$ cat src/rtl/ss_pkg.sv
package ss_pkg;

  // cycles in one word slot: flag + data + quiet gap
  function automatic int unsigned slot_len(input int unsigned word_w, input int unsigned gap);
    return 1 + word_w + gap;
  endfunction

  // slot position carries a data bit
  function automatic bit pos_is_data(input int unsigned pos, input int unsigned word_w);
    return (pos >= 1) && (pos <= word_w);
  endfunction

  // slot position carries the flag bit
  function automatic bit pos_is_flag(input int unsigned pos);
    return pos == 0;
  endfunction

  // total burst length
  function automatic int unsigned burst_len(input int unsigned words, input int unsigned word_w,
                                            input int unsigned gap);
    return words * slot_len(word_w, gap);
  endfunction

endpackage

$ cat src/rtl/ss_seq.sv
module ss_seq #(
  parameter int unsigned WORDS = 4,
  parameter int unsigned SLOT  = 35,
  parameter int unsigned PW    = 6,
  parameter int unsigned WW    = 2
) (
  input  logic          clk,
  input  logic          rst_n,
  input  logic          start_i,
  output logic          busy,
  output logic          accept,
  output logic          last,
  output logic [PW-1:0] pos,
  output logic [WW-1:0] wrd
);
  localparam logic [PW-1:0] POS_LAST = PW'(SLOT - 1);
  localparam logic [WW-1:0] WRD_LAST = WW'(WORDS - 1);

  logic          busy_q;
  logic [PW-1:0] pos_q;
  logic [WW-1:0] wrd_q;
  logic          slot_end;

  assign accept   = start_i && !busy_q;
  assign slot_end = busy_q && (pos_q == POS_LAST);
  assign last     = slot_end && (wrd_q == WRD_LAST);

  always_ff @(posedge clk or negedge rst_n) begin
    if (!rst_n) begin
      busy_q <= 1'b0;
      pos_q  <= '0;
      wrd_q  <= '0;
    end else if (accept) begin
      busy_q <= 1'b1;
      pos_q  <= '0;
      wrd_q  <= '0;
    end else if (busy_q) begin
      if (slot_end) begin
        pos_q <= '0;
        if (last) busy_q <= 1'b0;
        else      wrd_q  <= wrd_q + 1'b1;
      end else begin
        pos_q <= pos_q + 1'b1;
      end
    end
  end

  assign busy = busy_q;
  assign pos  = pos_q;
  assign wrd  = wrd_q;
endmodule

$ cat src/rtl/ss_store.sv
module ss_store #(
  parameter int unsigned WORDS  = 4,
  parameter int unsigned WORD_W = 32,
  parameter int unsigned WW     = 2,
  parameter int unsigned BW     = 5
) (
  input  logic                    clk,
  input  logic                    rst_n,
  input  logic                    load,
  input  logic [WORDS*WORD_W-1:0] word_i,
  input  logic [WORDS-1:0]        flag_i,
  input  logic [WW-1:0]           sel,
  input  logic [BW-1:0]           bit_idx,
  output logic                    flag_bit,
  output logic                    data_bit
);
  logic [WORD_W-1:0] word_q [WORDS];
  logic [WORDS-1:0]  flag_q;

  for (genvar g = 0; g < WORDS; g++) begin : g_word
    always_ff @(posedge clk or negedge rst_n) begin
      if (!rst_n)    word_q[g] <= '0;
      else if (load) word_q[g] <= word_i[g*WORD_W +: WORD_W];
    end
  end

  always_ff @(posedge clk or negedge rst_n) begin
    if (!rst_n)    flag_q <= '0;
    else if (load) flag_q <= flag_i;
  end

  assign flag_bit = flag_q[sel];
  assign data_bit = word_q[sel][bit_idx];
endmodule

$ cat src/rtl/sample_streamer.sv
module sample_streamer #(
  parameter int unsigned WORDS  = 4,
  parameter int unsigned WORD_W = 32,
  parameter int unsigned GAP    = 2
) (
  input  logic                    clk,
  input  logic                    rst_n,
  input  logic                    start_i,
  input  logic [WORDS*WORD_W-1:0] word_i,
  input  logic [WORDS-1:0]        flag_i,
  output logic                    ser_o,
  output logic                    bit_vld_o,
  output logic                    busy_o
);
  localparam int unsigned SLOT = ss_pkg::slot_len(WORD_W, GAP);
  localparam int unsigned PW   = $clog2(SLOT);
  localparam int unsigned WW   = (WORDS > 1) ? $clog2(WORDS) : 1;
  localparam int unsigned BW   = (WORD_W > 1) ? $clog2(WORD_W) : 1;

  logic          busy_w, accept_w, last_w;
  logic [PW-1:0] pos_w;
  logic [WW-1:0] wrd_w;
  logic [BW-1:0] bit_idx_w;
  logic          flag_bit_w, data_bit_w;
  logic          is_flag_w, is_data_w;

  ss_seq #(.WORDS(WORDS), .SLOT(SLOT), .PW(PW), .WW(WW)) u_seq (
    .clk(clk), .rst_n(rst_n), .start_i(start_i),
    .busy(busy_w), .accept(accept_w), .last(last_w),
    .pos(pos_w), .wrd(wrd_w)
  );

  assign bit_idx_w = BW'(pos_w - 1'b1);

  ss_store #(.WORDS(WORDS), .WORD_W(WORD_W), .WW(WW), .BW(BW)) u_store (
    .clk(clk), .rst_n(rst_n), .load(accept_w),
    .word_i(word_i), .flag_i(flag_i),
    .sel(wrd_w), .bit_idx(bit_idx_w),
    .flag_bit(flag_bit_w), .data_bit(data_bit_w)
  );

  assign is_flag_w = busy_w && ss_pkg::pos_is_flag(32'(pos_w));
  assign is_data_w = busy_w && ss_pkg::pos_is_data(32'(pos_w), WORD_W);

  assign bit_vld_o = is_flag_w || is_data_w;
  assign ser_o     = is_flag_w ? flag_bit_w : (is_data_w ? data_bit_w : 1'b0);
  assign busy_o    = busy_w;
endmodule

$ cat config.mk
export PLATFORM = sky130hd
export DESIGN_NAME = sample_streamer
export DESIGN_NICKNAME = d
export VERILOG_FILES = /design/src/rtl/ss_pkg.sv /design/src/rtl/ss_seq.sv /design/src/rtl/ss_store.sv /design/src/rtl/sample_streamer.sv
export SDC_FILE = /design/constraint.sdc
export NUM_CORES = 1
export LEC_CHECK = 0
export CAP_MARGIN = 0
export CORE_AREA = 2 2 113 115
export DETAILED_ROUTE_END_ITERATION = 6
export DIE_AREA = 0 0 115 117
export PLACE_DENSITY = 0.85
export SYNTH_ARGS = -nofsm -noshare
export SYNTH_HDL_FRONTEND = slang
export SYNTH_SLANG_ARGS = --single-unit
export TNS_END_PERCENT = 20
$ cat constraint.sdc
create_clock -name clk -period 5.1 [get_ports clk]
set_input_delay 1.275 -clock clk [delete_from_list [all_inputs] [get_ports clk]]
set_output_delay 1.275 -clock clk [all_outputs]
set_load 0.01 [all_outputs]
==> results by group, run 1 <==
Place
  • Final Wtd Congestion: 0.843
  • Hpwl dp: around 11,000 microns
  • Place WS: slightly below 0.8 ns
  • Area after DPL: between 8000 and 9000 sq um
  • I/O Buffers: between 100 and 150

Detailed routing
  • # DRC: 0
  • Wire per inst: 20.6 microns
  • DR pass1 iterations: 4
  • Routed Antenna Nets: 0
  • Final wirelength: 15,900 microns
  • Vias: 4,516
  • Vias per cell: 5.88
  • Starting DRT DRC Count: 228

Min path
  • Hold Path Class: reg -> reg

Cells and area
  • Post-route cell area: 8710 sq um
  • Ant diodes: 0
  • Fillers: slightly below 900
  • Final #Nets: 747
  • Layout cell share with drive strength beyond 1: a little under a third
  • Commonest non-fill, non-tap cell in the layout: dfrtp_1
  • Area Overhead vs Synth: 29.6%
  • Most frequent cells in the layout: dfrtp_1, mux2_2, clkdlybuf4s50_1
  • Multi-input logic area: 2990 sq um
  • Sequential Area: 3530 sq um

CTS
  • Bufs on Longest Clock Path: 2
  • Cts hold-fix bufs: 0
  • CTS tree: done
  • CTS Root Cell: clkbuf_16
  • Worst-path clk slew: 0.06 ns
  • Worst-Skew Late Latency: 0.43 ns
  • CTS buffer count: 17
  • PostCTS Resize Cnt: 0
  • H-tree depth: 4
  • Post-CTS Setup Inserts: 0
  • CTS sink count: about 140

Setup path
  • Critical path arrival: 3.53 ns
  • Worst path required time: between 3 and 4 ns
  • Crit-path leading delay family: compound AO/OA/AOI/OAI gates
  • Worst Path Max Fanout: 18
  • Crit-path slowest cell: dfrtp_1
  • Startpoint Class: flip-flop
  • Critical Path End Type: output pin
  • Crit-path cells: nor2_1 -> a22oi_1 -> a21oi_1 -> o41ai_2 -> o2111ai_1 -> o31ai_1 -> clkdlybuf4s50_1
  • CP bufs+invs: 1
  • WS Path Type: reg -> out
  • Max stage delay on crit path: around 0.86 ns

Synth
  • Cell taking the most area after synthesis: dfrtp_1
  • Post-Syn Nets: 614
  • Syn Inst Count: about 470
  • Post-synth top area share: 52.5%
  • Post-synth ARST share: 100%
  • Synth Flop Type: dfrtp_1
  • Seq cells post-synth: 141
  • Yosys warnings: 0
  • Post-synthesis sequential area ratio: 52.5%
  • Synth Cell Area: 6720 sq um
  • Top cells by area, synth: dfrtp_1, mux2_2, mux2i_1
  • Post-synth cell types: 47
  • Post-synth EDFFs: 0
  • Avg Cell Area, Syn: 14.2 sq um

Floorplan
  • Die Ht: 117 microns
  • Die W: 115 microns
  • Die area: 13,500 sq um
  • Rows: just over 40
  • Core Box Area: 12,300 sq um
  • Io pins: 138
  • Starting Density: 54.6%

Global routing
  • Vias in the first global route: 4,826
  • Largest net degree at the start of global routing: 117
  • Initial antenna violation count: 0
  • First-pass GRT wire length: 25,000 microns
  • GRT overflow: 0
  • GRT Total Usage: between 20% and 30%

STA
  • Slew margin rel.: 30.2%
  • Clock Skew: 0.00672 ns
  • RSZ-0062 raised after global routing: false
  • Period utilisation layout: 94.3%
  • Setup TNS: 0 ns
  • Final Max Tran Viols: 0
  • Final worst slack: 0.292 ns
  • Fin. Hold Viols: 0
  • Final Critical Period: 4.81 ns
  • Worst-margin pin slew: 1.05 ns
  • Maximum clock rate: about 210 MHz
  • # setup viols final: 0

Status
  • Status: finished, final reports clean

Power and ir drop
  • Pwr Density: 551 nW/um^2
  • Lkg Pwr: between 3 and 4 nW
  • Pwr Total: 4.80 mW
  • Peak supply drop: about 0.32 mV

Flow run
  • Max cap viols: 0
## power by group
group          total, mW  switching [mW]  internal, mW
Combinational       1.74           0.753         0.984
Clock               1.13           0.466         0.668
Sequential          1.93           0.368          1.56
## stage by stage
step,std cells,hold WS [ns],util [%]
6_report,768,0.504,70.8
5_1_grt,768,0.515,70.8
4_1_cts,768,0.504,70.8
3_5_place_dp,737,0.487,66.3
3_3_place_gp,737,0.484,66.3
2_1_floorplan,473,0.472,-
## path summary, 6_finish.rpt
check                                          startpoint                        endpoint  slack [ns]  cells past startpoint
hold / removal             u_store.word_q[48]$_DFFE_PN0P_  u_store.word_q[48]$_DFFE_PN0P_        0.50                      1
max in group asynchronous                           rst_n  u_store.word_q[54]$_DFFE_PN0P_        3.19                      2
setup reg to reg                     u_seq.busy$_DFF_PN0_   u_store.word_q[6]$_DFFE_PN0P_        2.93                      3
min in group asynchronous                           rst_n  u_store.word_q[42]$_DFFE_PN0P_        0.98                      1
setup / recovery                 u_seq.wrd[1]$_DFFE_PN0P_                           ser_o        0.29                      7
hold reg to reg            u_store.word_q[48]$_DFFE_PN0P_  u_store.word_q[48]$_DFFE_PN0P_        0.50                      1
## flip-flops by register name, indices dropped and copies added (netlist names)
| register | count |
|---|---|
| u_seq.pos | 6 |
| u_seq.busy | 1 |
| u_seq.wrd | 2 |
| u_store.flag_q | 4 |
| u_store.word_q | 128 |
## synthesized netlist by cell type, types with 2 or more instances
master / n
dfrtp_1: 141
mux2_2: 137
mux2i_1: 32
a22oi_1: 15
mux4_2: 14
nor2_1: 13
a21oi_1: 11
clkbuf_1: 11
buf_2: 10
ha_1: 6
o21ai_0: 6
inv_1: 5
nand3_1: 5
o22ai_1: 5
buf_1: 4
nor2b_1: 4
o31ai_1: 4
and2_1: 3
and3_1: 3
buf_6: 3
mux4_1: 3
nand2_1: 3
nor3_1: 3
xnor2_1: 3
a211oi_1: 2
a22oi_2: 2
buf_12: 2
nand4_1: 2
nor4_1: 2
o211ai_1: 2
## cell type report
type                            instances  share of cell area, %
Inverter                                6                  0.259
Multi-Input combinational cell        295                   34.3
Timing Repair Buffer                  145                   16.4
Sequential cell                       141                   40.5
Tap cell                              150                   2.15
Clock buffer                           22                   5.56
Clock inverter                          9                  0.718
## metal layers
layer | wire (microns) | up-vias | GRT usage [%]
met5 | 0 | - | 0
met4 | 294 | 0 | 11.7
met3 | 806 | 21 | 4.17
met2 | 8330 | 140 | 43.3
met1 | 6430 | 2316 | 31.7
li1 | - | 2039 | -
## worst register-to-register path, stage by stage, from the launching register on
cell and delay [ns]:
dfrtp_1 0.58, nor2b_4 0.20, buf_4 0.78, mux2_2 0.50
## logic make-up after synthesis
logic type	share of synthesized area, %
flops	52.5
simple gates	3.31
fa+ha+maj	1.12
compound gates	5.99
buf+inv	3.13
mux	33.6
xor+xnor	0.391
Power figures use the tool's default switching activity.
==> inputs of run 2 (changes only) <==
--- a/config.mk
+++ b/config.mk
@@ -5,11 +5,11 @@
 export SDC_FILE = /design/constraint.sdc
 export NUM_CORES = 1
 export LEC_CHECK = 0
-export CAP_MARGIN = 0
-export CORE_AREA = 2 2 113 115
+export CORE_AREA = 2 2 103 105
 export DETAILED_ROUTE_END_ITERATION = 6
-export DIE_AREA = 0 0 115 117
-export PLACE_DENSITY = 0.85
+export DIE_AREA = 0 0 105 107
+export DONT_BUFFER_PORTS = 1
+export PLACE_DENSITY = 0.83
 export SYNTH_ARGS = -nofsm -noshare
 export SYNTH_HDL_FRONTEND = slang
 export SYNTH_SLANG_ARGS = --single-unit
==> run 2 against run 1 <==
Critical path depth up 1; highest routed layer is now met5; combinational power fell by 9%; clock skew up 0.0011 ns; largest cell class unchanged.
==> results by group, run 2 (same netlist as run 1, synthesis figures left out) <==
CTS
  • CTS Root Cell: clkbuf_8
  • CTS tree: done
  • H-tree depth: 4
  • PostCTS Resize Cnt: 0
  • Worst-Skew Late Latency: 0.54 ns
  • Post-CTS Setup Inserts: 0
  • CTS sink count: 141
  • Worst-path clk slew: 0.06 ns
  • CTS buffer count: 17
  • Bufs on Longest Clock Path: 2
  • Cts hold-fix bufs: 0

Detailed routing
  • Wire per inst: 22.9 microns
  • Vias per cell: about 6.4
  • Final wirelength: 14,100 microns
  • DR pass1 iterations: 5
  • # DRC: 0
  • Starting DRT DRC Count: 276
  • Vias: 3,926
  • Routed Antenna Nets: 0

Power and ir drop
  • Sw frac: approximately a third
  • Seq pwr share: between 30% and 40%
  • Pwr Density: 648 nW/um^2
  • Peak supply drop: 0.398 mV
  • Clock power frac: 27.1%
  • Switching power: approximately 1.5 mW
  • P_int: 3.28 mW
  • Lkg Pwr: 3.17 nW
  • Pwr Total: 4.79 mW
  • Share of total power in combinational logic: 33.1%

Global routing
  • Vias in the first global route: about 4.3k
  • Initial antenna violation count: 1
  • First-pass GRT wire length: 22,700 microns
  • GRT Total Usage: 27.2%
  • GRT overflow: 0
  • Largest net degree at the start of global routing: 142

Cells and area
  • Final #Nets: 608
  • Biggest regs: u_store.word_q x128, u_seq.pos x6, u_store.flag_q x4
  • Number of flip-flops in the largest register: roughly 130
  • Fin util: 73.2%
  • Area Overhead vs Synth: 9.92%
  • Post-route cell area: between 7000 and 8000 sq um
  • Final cell count without fillers: 616
  • Most frequent cells in the layout: dfrtp_1, mux2_2, mux2i_1
  • Fillers: 669
  • Layout cell share with drive strength beyond 1: 40.4%
  • Ant diodes: 0
  • Commonest non-fill, non-tap cell in the layout: dfrtp_1
  • Register name with the most flops: u_store.word_q

STA
  • # setup viols final: 0
  • Worst-margin pin slew: 0.897 ns
  • Clock Skew: 0.00785 ns
  • Slew margin rel.: 40.2%
  • Fin. Hold Viols: 0
  • Period utilisation layout: 92.0%
  • Final Max Tran Viols: 0
  • Maximum clock rate: between 200 and 250 MHz
  • Final Critical Period: 4.69 ns
  • RSZ-0062 raised after global routing: false
  • Setup TNS: 0 ns

Setup path
  • Critical Path End Type: output pin
  • Reg2reg start: u_seq.busy$_DFF_PN0_
  • CP startpoint: u_seq.wrd[0]$_DFFE_PN0P_
  • Startpoint Class: flip-flop
  • WS Path Type: reg -> out
  • FF-to-FF path depth: 3
  • Worst path required time: 3.83 ns
  • Worst Path Max Fanout: 20
  • Critical path arrival: 3.42 ns

Floorplan
  • Die W: around 110 microns
  • Core Box Area: between 10,000 and 15,000 sq um
  • Starting Density: 66.6%
  • Die Ht: 107 microns
  • Die area: roughly 11,000 sq um
  • Rows: 37
  • Io pins: around 140

Place
  • Placed insts: around 580
  • I/O Buffers: 0
  • Hpwl dp: 9890 microns
  • Area after DPL: between 6000 and 7000 sq um
  • Final Wtd Congestion: roughly 0.97

Min path
  • Hold Path Class: in -> async

Status
  • Status: finished, final reports clean

Flow run
  • Max cap viols: 0
[run 2: final timing paths]
check,slack [ns],to
min reg2reg,0.50,u_store.word_q[45]$_DFFE_PN0P_
max reg2reg,2.99,u_store.word_q[77]$_DFFE_PN0P_
max in group asynchronous,4.42,u_store.word_q[11]$_DFFE_PN0P_
min,0.43,u_store.word_q[30]$_DFFE_PN0P_
min in group clk,0.50,u_store.word_q[45]$_DFFE_PN0P_
max,0.41,ser_o
[run 2: worst max-delay path, cell delays in order, from the launching register on]
cell       delay [ns]
dfrtp_2          0.69
buf_4            0.43
mux2i_1          0.15
a22oi_2          0.20
a21oi_1          0.12
o41ai_2          0.41
o2111ai_1        0.16
o31ai_1          0.49
buf_4            0.21
[run 2: final cells by class]
cell class	count	area, sq um	share of cell area, %
flip-flops and latches	141	3530	47.8
multi-input cells	295	2990	40.5
clock buffers	21	469	6.35
well taps	136	170	2.30
clock inverters	11	161	2.18
repair buffers	6	45.0	0.610
inverters	6	22.5	0.305
[run 2: power by group through the flow]
stage	logic (mW)	clock network, mW	registers, mW
after CTS	1.58	1.32	1.91
final	1.58	1.30	1.91
after floorplan	1.37	0	1.74
after detailed placement	1.57	0	1.92
after global placement	1.51	0	1.90
after global routing	1.70	1.36	1.97
[run 2: routing by layer]
metal | vias to the layer above | part of all wire [%] | routed length [microns] | GRT usage [%]
met2 | 157 | 50 | 7020 | 43.4
met1 | 1977 | 39 | 5520 | 32.8
li1 | 1757 | - | - | -
met3 | 33 | 8.5 | 1200 | 11.4
met5 | - | 0.092 | 13 | 0
met4 | 2 | 2.4 | 340 | 11.5
[run 2: metrics by stage]
| step | hold WS, ns | setup WS (ns) |
|---|---|---|
| 6_report | 0.431 | 0.406 |
| 5_1_grt | 0.408 | 0.299 |
| 4_1_cts | 0.403 | 0.423 |
| 3_5_place_dp | 0.492 | 1.04 |
| 3_3_place_gp | 0.482 | 1.12 |
| 2_1_floorplan | 0.472 | 1.39 |
==> inputs of run 3 (changes only) <==
--- a/config.mk
+++ b/config.mk
@@ -5,11 +5,14 @@
 export SDC_FILE = /design/constraint.sdc
 export NUM_CORES = 1
 export LEC_CHECK = 0
-export CORE_AREA = 2 2 103 105
+export CELL_PAD_IN_SITES_DETAIL_PLACEMENT = 0
+export CELL_PAD_IN_SITES_GLOBAL_PLACEMENT = 2
+export CORE_AREA = 2 2 94 164
 export DETAILED_ROUTE_END_ITERATION = 6
-export DIE_AREA = 0 0 105 107
+export DIE_AREA = 0 0 96 166
 export DONT_BUFFER_PORTS = 1
-export PLACE_DENSITY = 0.83
+export PLACE_DENSITY_LB_ADDON = 0.1
+export SKIP_LAST_GASP = 1
 export SYNTH_ARGS = -nofsm -noshare
 export SYNTH_HDL_FRONTEND = slang
 export SYNTH_SLANG_ARGS = --single-unit
==> run 3 against run 2 <==
Clock skew up 0.00084 ns; worst hold slack gained 0.072 ns; global-route usage fell by 6.1 points; utilization down 23 points; first-iteration DRC count is 48% lower; sequential power about the same; critical path type unchanged.
==> results by group, run 3 (same netlist as run 1, synthesis figures left out) <==
Cells and area
  • Commonest non-fill, non-tap cell in the layout: dfrtp_1
  • Area Overhead vs Synth: 10.8%
  • Fin util: 50.7%
  • Biggest regs: u_store.word_q x128, u_seq.pos x6, u_store.flag_q x4
  • Most frequent cells in the layout: dfrtp_1, mux2_2, mux2i_1
  • Number of flip-flops in the largest register: approximately 130
  • Register name with the most flops: u_store.word_q
  • Final #Nets: 609
  • Layout cell share with drive strength beyond 1: 40.3%

Detailed routing
  • Starting DRT DRC Count: approximately 140
  • # DRC: 0
  • Final wirelength: 15,800 microns
  • Wire per inst: around 24 microns
  • DR pass1 iterations: 4
  • Routed Antenna Nets: 0
  • Vias per cell: 5.92
  • Vias: approximately 3.9k

Power and ir drop
  • Pwr Density: 645 nW/um^2
  • Lkg Pwr: 3.15 nW
  • Pwr Total: 4.81 mW
  • Peak supply drop: 0.317 mV

Global routing
  • Largest net degree at the start of global routing: 142
  • First-pass GRT wire length: 25,000 microns
  • Initial antenna violation count: 1
  • GRT Total Usage: 21.1%
  • GRT overflow: 0
  • Vias in the first global route: 4,446

CTS
  • CTS Root Cell: clkbuf_16
  • PostCTS Resize Cnt: 0
  • Worst-path clk slew: 0.06 ns
  • Bufs on Longest Clock Path: 2
  • H-tree depth: 4
  • CTS sink count: 141
  • Post-CTS Setup Inserts: 0
  • CTS buffer count: 17
  • CTS tree: done
  • Cts hold-fix bufs: 0
  • Worst-Skew Late Latency: 0.41 ns

STA
  • Setup TNS: 0 ns
  • Worst-margin pin slew: between 0.9 and 1 ns
  • RSZ-0062 raised after global routing: false
  • Maximum clock rate: 232 MHz
  • Final Critical Period: 4.31 ns
  • Clock Skew: 0.00869 ns
  • Period utilisation layout: 84.5%
  • Final Max Tran Viols: 0
  • Slew margin rel.: approximately 36%
  • Fin. Hold Viols: 0
  • # setup viols final: 0

Setup path
  • Startpoint Class: flip-flop
  • Critical Path End Type: output pin
  • Worst path required time: 3.83 ns
  • Critical path arrival: 3.04 ns
  • WS Path Type: reg -> out
  • Worst Path Max Fanout: 42

Min path
  • Hold Path Class: reg -> reg

Place
  • Hpwl dp: 11,300 microns
  • Final Wtd Congestion: 0.792
  • I/O Buffers: 0

Floorplan
  • Die Ht: 166 microns
  • Rows: between 50 and 60
  • Core Box Area: 14,700 sq um
  • Die W: 96 microns
  • Starting Density: 45.8%
  • Die area: 15,900 sq um
  • Io pins: 138

Flow run
  • Max cap viols: 0

Status
  • Status: finished, final reports clean
## run 3: cell count changes in the layout (fill, tap and decap cells not counted), sizes merged
cell	previous run	this run
buf	6	7
inv	6	8
clkinvlp	1	3
clkbuf	21	17
clkinv	6	4
diode	0	1
## run 3: worst paths after layout
path | startpoint | endpoint | slack, ns | cells after the start
max | u_seq.wrd[0]$_DFFE_PN0P_ | ser_o | 0.79 | 7
min | u_store.word_q[41]$_DFFE_PN0P_ | u_store.word_q[41]$_DFFE_PN0P_ | 0.50 | 1
min in group asynchronous | rst_n | u_store.word_q[35]$_DFFE_PN0P_ | 0.55 | 0
min reg2reg | u_store.word_q[41]$_DFFE_PN0P_ | u_store.word_q[41]$_DFFE_PN0P_ | 0.50 | 1
max reg2reg | u_seq.busy$_DFF_PN0_ | u_store.word_q[44]$_DFFE_PN0P_ | 2.93 | 3
max in group asynchronous | rst_n | u_store.word_q[63]$_DFFE_PN0P_ | 4.19 | 0
## run 3: layout make-up
class                      instances  area (sq um)
timing repair buffer               7          52.6
clock buffer                      17           425
tap                              183           229
clock inverter                    13           191
inverter                           6          22.5
multi-input combinational        295          2990
antenna                            1          2.50
fill                            1275          7240
sequential                       141          3530
## run 3: worst max-delay path, stage by stage, from the launching register on
cell and delay [ns]:
dfrtp_4 0.91, mux2i_1 0.19, a22oi_2 0.24, a21oi_1 0.11, o41ai_2 0.38, o2111ai_1 0.15, o31ai_1 0.39, buf_4 0.19
## run 3: power breakdown
part / switching (mW) / internal, mW / total (mW)
Sequential: 0.379 / 1.56 / 1.94
Clock: 0.483 / 0.818 / 1.30
Combinational: 0.689 / 0.874 / 1.56
Total: 1.55 / 3.26 / 4.81
## run 3: through the flow
stage | std cells | hold WS, ns | worst slack (ns) | cell area [sq um]
finish | 663 | 0.503 | 0.788 | 7450
floorplan | 473 | 0.472 | 1.39 | 6720
CTS | 662 | 0.505 | 0.664 | 7440
global route | 663 | 0.514 | 0.502 | 7450
detailed placement | 632 | 0.492 | 1.13 | 6830
global placement | 632 | 0.483 | 1.13 | 6830
## run 3: routing by layer
layer | wire [microns] | global-route usage [%] | vias up | part of all wire (%)
li1 | - | - | 1772 | -
met1 | 5960 | 25.1 | 2031 | 38
met2 | 8650 | 36.2 | 104 | 55
met3 | 791 | 5.13 | 21 | 5.0
met4 | 361 | 7.95 | 0 | 2.3
met5 | 0 | 0 | - | 0
